**config.mk**
```make
export PLATFORM = sky130hd
export DESIGN_NAME = bch_dec_adaptive
export DESIGN_NICKNAME = d
export VERILOG_FILES = /design/src/rtl/bch_dec_pkg.sv /design/src/rtl/bch_syndrome.sv /design/src/rtl/bch_single_loc.sv /design/src/rtl/bch_pair_search.sv /design/src/rtl/bch_dec_adaptive.sv
export SDC_FILE = /design/constraint.sdc
export NUM_CORES = 2
export LEC_CHECK = 0
export BUFFER_PORTS_ARGS = -buffer_cell sky130_fd_sc_hd__buf_2
export CAP_MARGIN = 0
export CORE_MARGIN = 5
export CORE_UTILIZATION = 60
export CTS_CLUSTER_SIZE = 10
export DETAILED_ROUTE_END_ITERATION = 12
export PLACE_DENSITY_LB_ADDON = 0.05
export SETUP_SLACK_MARGIN = 0.4
export SYNTH_ARGS = -nofsm -noshare
export SYNTH_HDL_FRONTEND = slang
export SYNTH_SLANG_ARGS = --single-unit
```
**constraint.sdc**
```tcl
create_clock -name clk_i -period 12.45 [get_ports clk_i]
set_input_delay 0.6225 -clock clk_i [delete_from_list [all_inputs] [get_ports clk_i]]
set_output_delay 0.6225 -clock clk_i [all_outputs]
set_load 0.02 [all_outputs]
```
**src/rtl/bch_dec_pkg.sv**
```systemverilog
package bch_dec_pkg;
  parameter int GF_M     = 7;
  parameter logic [GF_M-1:0] GF_POLY = 7'h09;  // x^7 = x^3 + 1
  parameter int GF_ORDER = (1 << GF_M) - 1;
  parameter int NPOS     = 78;                 // BCH positions
  parameter int K        = 64;
  parameter int NCHK     = NPOS - K;
  parameter int NCW      = NPOS + 1;           // plus overall parity

  typedef logic [GF_M-1:0] gf_t;

  typedef enum logic [2:0] {
    ST_IDLE, ST_SYN, ST_CLS, ST_SRCH, ST_DONE
  } dec_st_e;

  // flag order {clean, corr1, corr2, uncorr}
  parameter logic [3:0] FL_CLEAN = 4'b1000;
  parameter logic [3:0] FL_COR1  = 4'b0100;
  parameter logic [3:0] FL_COR2  = 4'b0010;
  parameter logic [3:0] FL_UNC   = 4'b0001;

  function automatic gf_t gf_mul(input gf_t a, input gf_t b);
    gf_t acc, t;
    acc = '0;
    t   = a;
    for (int i = 0; i < GF_M; i++) begin
      if (b[i]) acc ^= t;
      t = {t[GF_M-2:0], 1'b0} ^ (t[GF_M-1] ? GF_POLY : '0);
    end
    return acc;
  endfunction

  function automatic gf_t alpha_pow(input int e);
    gf_t r;
    r = gf_t'(1);
    for (int i = 0; i < (e % GF_ORDER); i++)
      r = {r[GF_M-2:0], 1'b0} ^ (r[GF_M-1] ? GF_POLY : '0);
    return r;
  endfunction
endpackage

```
**src/rtl/bch_syndrome.sv**
```systemverilog
module bch_syndrome
  import bch_dec_pkg::*;
(
  input  logic [NCW-1:0] cw_i,
  output gf_t            s1_o,
  output gf_t            s3_o,
  output logic           par_o
);
  gf_t t1 [NPOS];
  gf_t t3 [NPOS];

  for (genvar j = 0; j < NPOS; j++) begin : g_term
    localparam gf_t A1 = alpha_pow(j);
    localparam gf_t A3 = alpha_pow(3 * j);
    assign t1[j] = cw_i[j] ? A1 : '0;
    assign t3[j] = cw_i[j] ? A3 : '0;
  end

  always_comb begin
    s1_o = '0;
    s3_o = '0;
    for (int j = 0; j < NPOS; j++) begin
      s1_o ^= t1[j];
      s3_o ^= t3[j];
    end
  end

  assign par_o = ^cw_i;
endmodule

```
**src/rtl/bch_single_loc.sv**
```systemverilog
module bch_single_loc
  import bch_dec_pkg::*;
(
  input  gf_t            s1_i,
  output logic           hit_o,
  output logic [K-1:0]   flip_o
);
  logic [NPOS-1:0] match;

  for (genvar j = 0; j < NPOS; j++) begin : g_cmp
    localparam gf_t AJ = alpha_pow(j);
    assign match[j] = (s1_i == AJ);
  end

  assign hit_o  = |match;
  assign flip_o = match[NPOS-1:NCHK];
endmodule

```
**src/rtl/bch_pair_search.sv**
```systemverilog
module bch_pair_search
  import bch_dec_pkg::*;
#(
  parameter int LANES = 8
) (
  input  logic          clk_i,
  input  logic          rst_ni,
  input  logic          start_i,
  input  gf_t           s1_i,
  input  gf_t           s3_i,
  output logic          done_o,
  output logic [1:0]    nroot_o,
  output logic [K-1:0]  flip_o
);
  localparam int NSTEP = (NPOS + LANES - 1) / LANES;
  localparam int SW    = (NSTEP > 1) ? $clog2(NSTEP) : 1;
  localparam gf_t A_STEP = alpha_pow(LANES);

  logic           busy_q, done_q;
  logic [SW-1:0]  step_q;
  gf_t            s1_q, c1_q, c0_q;
  gf_t            x_q [LANES];
  logic [LANES-1:0] hit;
  logic [1:0]     nroot_q;
  logic [K-1:0]   flip_q;
  int             hcnt;

  // root test of x*sigma' form: s1*x^2 + s1^2*x + (s1^3+s3) == 0, x = alpha^j
  for (genvar k = 0; k < LANES; k++) begin : g_lane
    logic ok;
    assign ok = (int'(step_q) * LANES + k) < NPOS;
    assign hit[k] = busy_q && ok &&
      ((gf_mul(s1_q, gf_mul(x_q[k], x_q[k])) ^ gf_mul(c1_q, x_q[k]) ^ c0_q) == '0);
  end

  always_comb begin
    hcnt = 0;
    for (int k = 0; k < LANES; k++) hcnt += int'(hit[k]);
  end

  always_ff @(posedge clk_i or negedge rst_ni) begin
    if (!rst_ni) begin
      busy_q  <= 1'b0;
      done_q  <= 1'b0;
      step_q  <= '0;
      s1_q    <= '0;
      c1_q    <= '0;
      c0_q    <= '0;
      nroot_q <= '0;
      flip_q  <= '0;
      for (int k = 0; k < LANES; k++) x_q[k] <= '0;
    end else begin
      done_q <= 1'b0;
      if (start_i) begin
        busy_q  <= 1'b1;
        step_q  <= '0;
        s1_q    <= s1_i;
        c1_q    <= gf_mul(s1_i, s1_i);
        c0_q    <= gf_mul(gf_mul(s1_i, s1_i), s1_i) ^ s3_i;
        nroot_q <= '0;
        flip_q  <= '0;
        for (int k = 0; k < LANES; k++) x_q[k] <= alpha_pow(k);
      end else if (busy_q) begin
        for (int k = 0; k < LANES; k++) x_q[k] <= gf_mul(x_q[k], A_STEP);
        for (int j = NCHK; j < NPOS; j++)
          if (int'(step_q) == j / LANES && hit[j % LANES]) flip_q[j-NCHK] <= 1'b1;
        nroot_q <= (int'(nroot_q) + hcnt > 3) ? 2'd3 : 2'(int'(nroot_q) + hcnt);
        if (int'(step_q) == NSTEP - 1) begin
          busy_q <= 1'b0;
          done_q <= 1'b1;
        end else begin
          step_q <= step_q + 1'b1;
        end
      end
    end
  end

  assign done_o  = done_q;
  assign nroot_o = nroot_q;
  assign flip_o  = flip_q;
endmodule

```
**src/rtl/bch_dec_adaptive.sv**
```systemverilog
module bch_dec_adaptive
  import bch_dec_pkg::*;
#(
  parameter int LANES = 8
) (
  input  logic           clk_i,
  input  logic           rst_ni,
  input  logic           in_valid_i,
  output logic           in_ready_o,
  input  logic [NCW-1:0] cw_i,
  output logic           out_valid_o,
  output logic [K-1:0]   data_o,
  output logic           clean_o,
  output logic           corr1_o,
  output logic           corr2_o,
  output logic           uncorr_o
);
  dec_st_e        st_q;
  logic [NCW-1:0] cw_q;
  gf_t            s1_w, s3_w, s1_q, s3_q;
  logic           p_w, p_q;
  logic [K-1:0]   data_q;
  logic [3:0]     fl_q;

  logic           sng_hit, srch_start, srch_done;
  logic [K-1:0]   sng_flip, srch_flip, rx_data;
  logic [1:0]     nroot;
  gf_t            cube;
  logic           cube_eq, is_clean, is_single, is_double;

  bch_syndrome i_syn (.cw_i(cw_q), .s1_o(s1_w), .s3_o(s3_w), .par_o(p_w));

  // locators see only the registered syndromes
  bch_single_loc i_sng (.s1_i(s1_q), .hit_o(sng_hit), .flip_o(sng_flip));

  bch_pair_search #(.LANES(LANES)) i_srch (
    .clk_i, .rst_ni,
    .start_i(srch_start), .s1_i(s1_q), .s3_i(s3_q),
    .done_o(srch_done), .nroot_o(nroot), .flip_o(srch_flip)
  );

  assign cube      = gf_mul(gf_mul(s1_q, s1_q), s1_q);
  assign cube_eq   = (cube == s3_q);
  assign is_clean  = !p_q && s1_q == '0 && s3_q == '0;
  assign is_single = p_q && cube_eq;
  assign is_double = !p_q && s1_q != '0;
  assign srch_start = (st_q == ST_CLS) && is_double;
  assign rx_data   = cw_q[NPOS-1:NCHK];

  always_ff @(posedge clk_i or negedge rst_ni) begin
    if (!rst_ni) begin
      st_q   <= ST_IDLE;
      cw_q   <= '0;
      s1_q   <= '0;
      s3_q   <= '0;
      p_q    <= 1'b0;
      data_q <= '0;
      fl_q   <= '0;
    end else begin
      unique case (st_q)
        ST_IDLE: if (in_valid_i) begin
          cw_q <= cw_i;
          st_q <= ST_SYN;
        end
        ST_SYN: begin
          s1_q <= s1_w;
          s3_q <= s3_w;
          p_q  <= p_w;
          st_q <= ST_CLS;
        end
        ST_CLS: begin
          if (is_clean) begin
            data_q <= rx_data;
            fl_q   <= FL_CLEAN;
            st_q   <= ST_DONE;
          end else if (is_single) begin
            // s1==0 here means only the parity bit flipped
            if (s1_q == '0 || sng_hit) begin
              data_q <= rx_data ^ sng_flip;
              fl_q   <= FL_COR1;
            end else begin
              data_q <= rx_data;
              fl_q   <= FL_UNC;
            end
            st_q <= ST_DONE;
          end else if (is_double) begin
            st_q <= ST_SRCH;
          end else begin
            data_q <= rx_data;
            fl_q   <= FL_UNC;
            st_q   <= ST_DONE;
          end
        end
        ST_SRCH: if (srch_done) begin
          // degenerate locator (s3 == s1^3): one BCH error plus parity bit
          if ((cube_eq && nroot == 2'd1) || (!cube_eq && nroot == 2'd2)) begin
            data_q <= rx_data ^ srch_flip;
            fl_q   <= FL_COR2;
          end else begin
            data_q <= rx_data;
            fl_q   <= FL_UNC;
          end
          st_q <= ST_DONE;
        end
        ST_DONE: st_q <= ST_IDLE;
        default: st_q <= ST_IDLE;
      endcase
    end
  end

  assign in_ready_o  = (st_q == ST_IDLE);
  assign out_valid_o = (st_q == ST_DONE);
  assign data_o      = data_q;
  assign {clean_o, corr1_o, corr2_o, uncorr_o} = fl_q;
endmodule

```
==> results.sh <==
export IMPL_skew_ps=27.4
export IMPL_gp_congestion=0.988
export IMPL_post_cts_buffers=0
export IMPL_ys_types=89
export IMPL_vias=31500
export IMPL_period_share_pct=62.5
export IMPL_ff2ff_setup_slack_ps=4660
export IMPL_worst_pin_slew_ps=1230
export IMPL_syn_area_per_cell_sq_um=7.98
export IMPL_cts_buffer_depth=3
export IMPL_grt_total_usage_pct=37.9
export IMPL_grt_max_degree=175
export IMPL_first_iter_violations=4445
export IMPL_core_area_sq_um=56500
export IMPL_post_route_util_pct=64.3
export IMPL_cts_root_buffer="clkbuf_16"
export IMPL_diodes=0
export IMPL_grt_pass1_vias=28600
export IMPL_setup_violations_final=0
export IMPL_finalNonFillerCells=4940
export IMPL_wl_met3_microns=15900
export IMPL_post_cts_resized=0
export IMPL_rr_worst_depth=21
export IMPL_crit_fanout=27
export IMPL_htreeDepth=2
export IMPL_io_pins=152
export IMPL_dp_hpwl_microns=86200
export IMPL_cp_start_kind="flip-flop"
export IMPL_cts_sinks=314
export IMPL_vias_per_cell=6.38
export IMPL_initial_core_util_pct=60.7
export IMPL_fmax_ghz=0.128
export IMPL_seq_area_frac_synth_pct=22.9
export IMPL_antenna_left=0
export IMPL_cp_end_kind="flip-flop"
export IMPL_cts_tree="built"
export IMPL_wl_per_cell_microns=25.0
export IMPL_ys_flop_type="dfrtp_1"
export IMPL_synth_warnings=0
export IMPL_async_flop_share_pct=100
export IMPL_timing_slew_headroom_pct=17.5
export IMPL_drv_slew=0
export IMPL_r2r_end="i_srch.nroot_o[1]"
export IMPL_crit_type="flip-flop to flip-flop"
export IMPL_finalWirelength_microns=124000
export IMPL_status="complete, no violations"
export IMPL_dieArea_sq_um=62000
export IMPL_met1_length_microns=52100
export IMPL_antenna_found_initial=0
export IMPL_syn_cell_area_sq_um=34300
export IMPL_worstReg2RegStart="i_srch.x_q[46]"
export IMPL_rsz0062_at_grt="no"
export IMPL_arrival_ps=8270
export IMPL_die_w_microns=249
export IMPL_final_setup_tns_ps=0
export IMPL_hold_class="input pin to asynchronous set/reset pin"
export IMPL_whs_ps=32.3
export IMPL_std_cell_rows=87
export IMPL_postCtsHoldBufs=0
export IMPL_min_period_ps=7790
export IMPL_synthCells=4299
export IMPL_die_h_microns=249
export IMPL_place_port_buffers=151
export IMPL_synth_edf_count=0
export IMPL_cts_reportedPaths_clkPinSlew_ps=60
export IMPL_ys_ff_latch=314
export IMPL_grt_pass1_wl_microns=184000
export IMPL_maxUsedRoutingLayer="met4"
export IMPL_hold_viol_final=0
export IMPL_fin_nets=4283
export IMPL_worstPathRequired_ps=12930
export IMPL_numCtsBuffers=40
export IMPL_remaining_drc_errors=0
export IMPL_grt_ovfl_total=0
export IMPL_synth_nets=4416
export IMPL_layout_drive_gt1_share_pct=10.2
export IMPL_met2WireLength_microns=50800
export IMPL_drv_cap=0
export IMPL_syn_to_final_growth_pct=5.86
export IMPL_post_place_cells=4880
export IMPL_worstSkewPairLatency_ps=600
export IMPL_drt_pass1_iter_count=6
worst max-delay path, stage by stage, from the launching register on:
cell and delay (ps):
dfrtp_1 930, ha_1 460, nand2_1 120, xnor3_1 450, or2_2 360, o21ai_0 170
a22oi_1 90, xnor3_1 410, xnor2_1 130, or4_1 520, nor4_2 910, ha_1 390
inv_1 70, fa_1 430, fa_1 470, fa_1 490, inv_1 40, ha_1 210
fa_1 440, o21ai_0 170, nand3_1 110, o221a_2 280
stage by stage:
| step | instance area, sq um | setup slack (ps) |
|---|---|---|
| floorplan | 34300 | 6080 |
| global placement | 35000 | 4950 |
| detailed placement | 35000 | 4760 |
| CTS | 36300 | 4760 |
| global route | 36300 | 4370 |
| finish | 36300 | 4660 |
cell type report:
type | count | area [sq um]
Multi-Input combinational cell | 3529 | 24700
Fill cell | 5001 | 20200
Clock inverter | 9 | 203
Sequential cell | 314 | 7870
Clock buffer | 51 | 1070
Tap cell | 756 | 946
Timing Repair Buffer | 222 | 1310
Inverter | 59 | 221
logic make-up (layout without fill, tap and decap cells):
family                     after synthesis  after routing  share of synthesized area [%]
and+or+nand+nor                       1479           1479                           19.0
buffers and inverters                  456            341                           5.43
muxes                                  132            132                           4.19
adders and majority gates               36             36                           1.42
AOI/OAI and AO/OA                      776            776                           15.1
xor gates and xnor gates              1106           1106                           32.0
DFF                                    314            314                           22.9
state kept, by name (all words and copies together) (netlist names), 7 cells and up:
| signal | cells |
|---|---|
| i_srch.x_q | 56 |
| data_o | 64 |
| i_srch.flip_o | 64 |
| s1_q | 7 |
| cw_q | 79 |
| s3_q | 7 |
| i_srch.s1_q | 7 |
| i_srch.c1_q | 7 |
| i_srch.c0_q | 7 |
Yosys cell counts (all sizes together), types with 26 or more instances:
cell | instances | share of area (%)
clkbuf | 258 | 2.8
o31ai | 26 | 0.57
mux2 | 92 | 3.0
nand3 | 105 | 1.5
or3 | 48 | 0.88
xor2 | 235 | 6.0
nor3 | 69 | 1.0
nor2 | 317 | 3.5
buf | 139 | 2.0
ha | 30 | 1.1
xnor2 | 782 | 20
dfrtp | 314 | 23
nand2b | 30 | 0.55
xnor3 | 71 | 4.7
o21ai | 201 | 2.9
nand2 | 728 | 8.0
and3 | 46 | 0.84
a22oi | 50 | 1.1
inv | 48 | 0.53
o22ai | 29 | 0.53
a21oi | 153 | 2.2
a22o | 40 | 1.0
a211oi | 65 | 1.5
mux2i | 40 | 1.2
how the worst max path moves through the flow:
| stage | from | end | slack, ps | depth (start not counted) |
|---|---|---|---|---|
| global placement | i_srch.x_q[48] | i_srch.nroot_o[1] | 4950 | 21 |
| floorplan | i_srch.x_q[42] | i_srch.nroot_o[1] | 6080 | 21 |
| CTS | i_srch.x_q[46] | i_srch.nroot_o[1] | 4760 | 21 |
| detailed placement | i_srch.x_q[46] | i_srch.nroot_o[1] | 4760 | 21 |
| global route | i_srch.x_q[46] | i_srch.nroot_o[1] | 4370 | 21 |
| finish | i_srch.x_q[46] | i_srch.nroot_o[1] | 4660 | 21 |
cells in the final DEF, fill, tap and decap left out, types with 17 or more instances in the layout:
| master | Yosys | routed |
|---|---|---|
| and2_1 | 20 | 19 |
| xnor3_1 | 71 | 71 |
| buf_2 | 80 | 150 |
| or3_1 | 48 | 48 |
| inv_1 | 47 | 47 |
| a22o_1 | 40 | 40 |
| nand3_1 | 105 | 104 |
| xnor2_1 | 779 | 776 |
| a21oi_1 | 153 | 153 |
| and3_1 | 46 | 46 |
| a211oi_1 | 63 | 63 |
| dfrtp_1 | 314 | 303 |
| clkbuf_16 | 0 | 40 |
| xor2_1 | 235 | 231 |
| mux2i_1 | 40 | 40 |
| a221o_1 | 17 | 17 |
| ha_1 | 30 | 30 |
| nor2_1 | 317 | 317 |
| a31oi_1 | 19 | 19 |
| o221ai_1 | 20 | 20 |
| xor3_1 | 17 | 17 |
| nor4_1 | 20 | 19 |
| a22oi_1 | 50 | 50 |
| nand2b_1 | 30 | 30 |
| nand4_1 | 18 | 18 |
| buf_4 | 5 | 70 |
| o22ai_1 | 29 | 29 |
| o21ai_0 | 197 | 197 |
| o211ai_1 | 18 | 18 |
| nor3_1 | 69 | 69 |
| o31ai_1 | 26 | 26 |
| o21a_1 | 23 | 23 |
| a32oi_1 | 22 | 22 |
| nand2_1 | 728 | 727 |
| nor2b_1 | 20 | 20 |
| a21boi_0 | 17 | 17 |
| mux2_2 | 92 | 92 |
routing by layer:
| layer | GRT usage, % | vias up |
|---|---|---|
| met5 | 0.232 | - |
| met4 | 12.3 | 0 |
| met3 | 9.59 | 309 |
| met2 | 53.7 | 1895 |
| met1 | 56.5 | 15100 |
| li1 | - | 14200 |
Power is left out: the tool's default activity adds up to more than one toggle a clock period on the data nets, which glitch-free logic cannot reach.
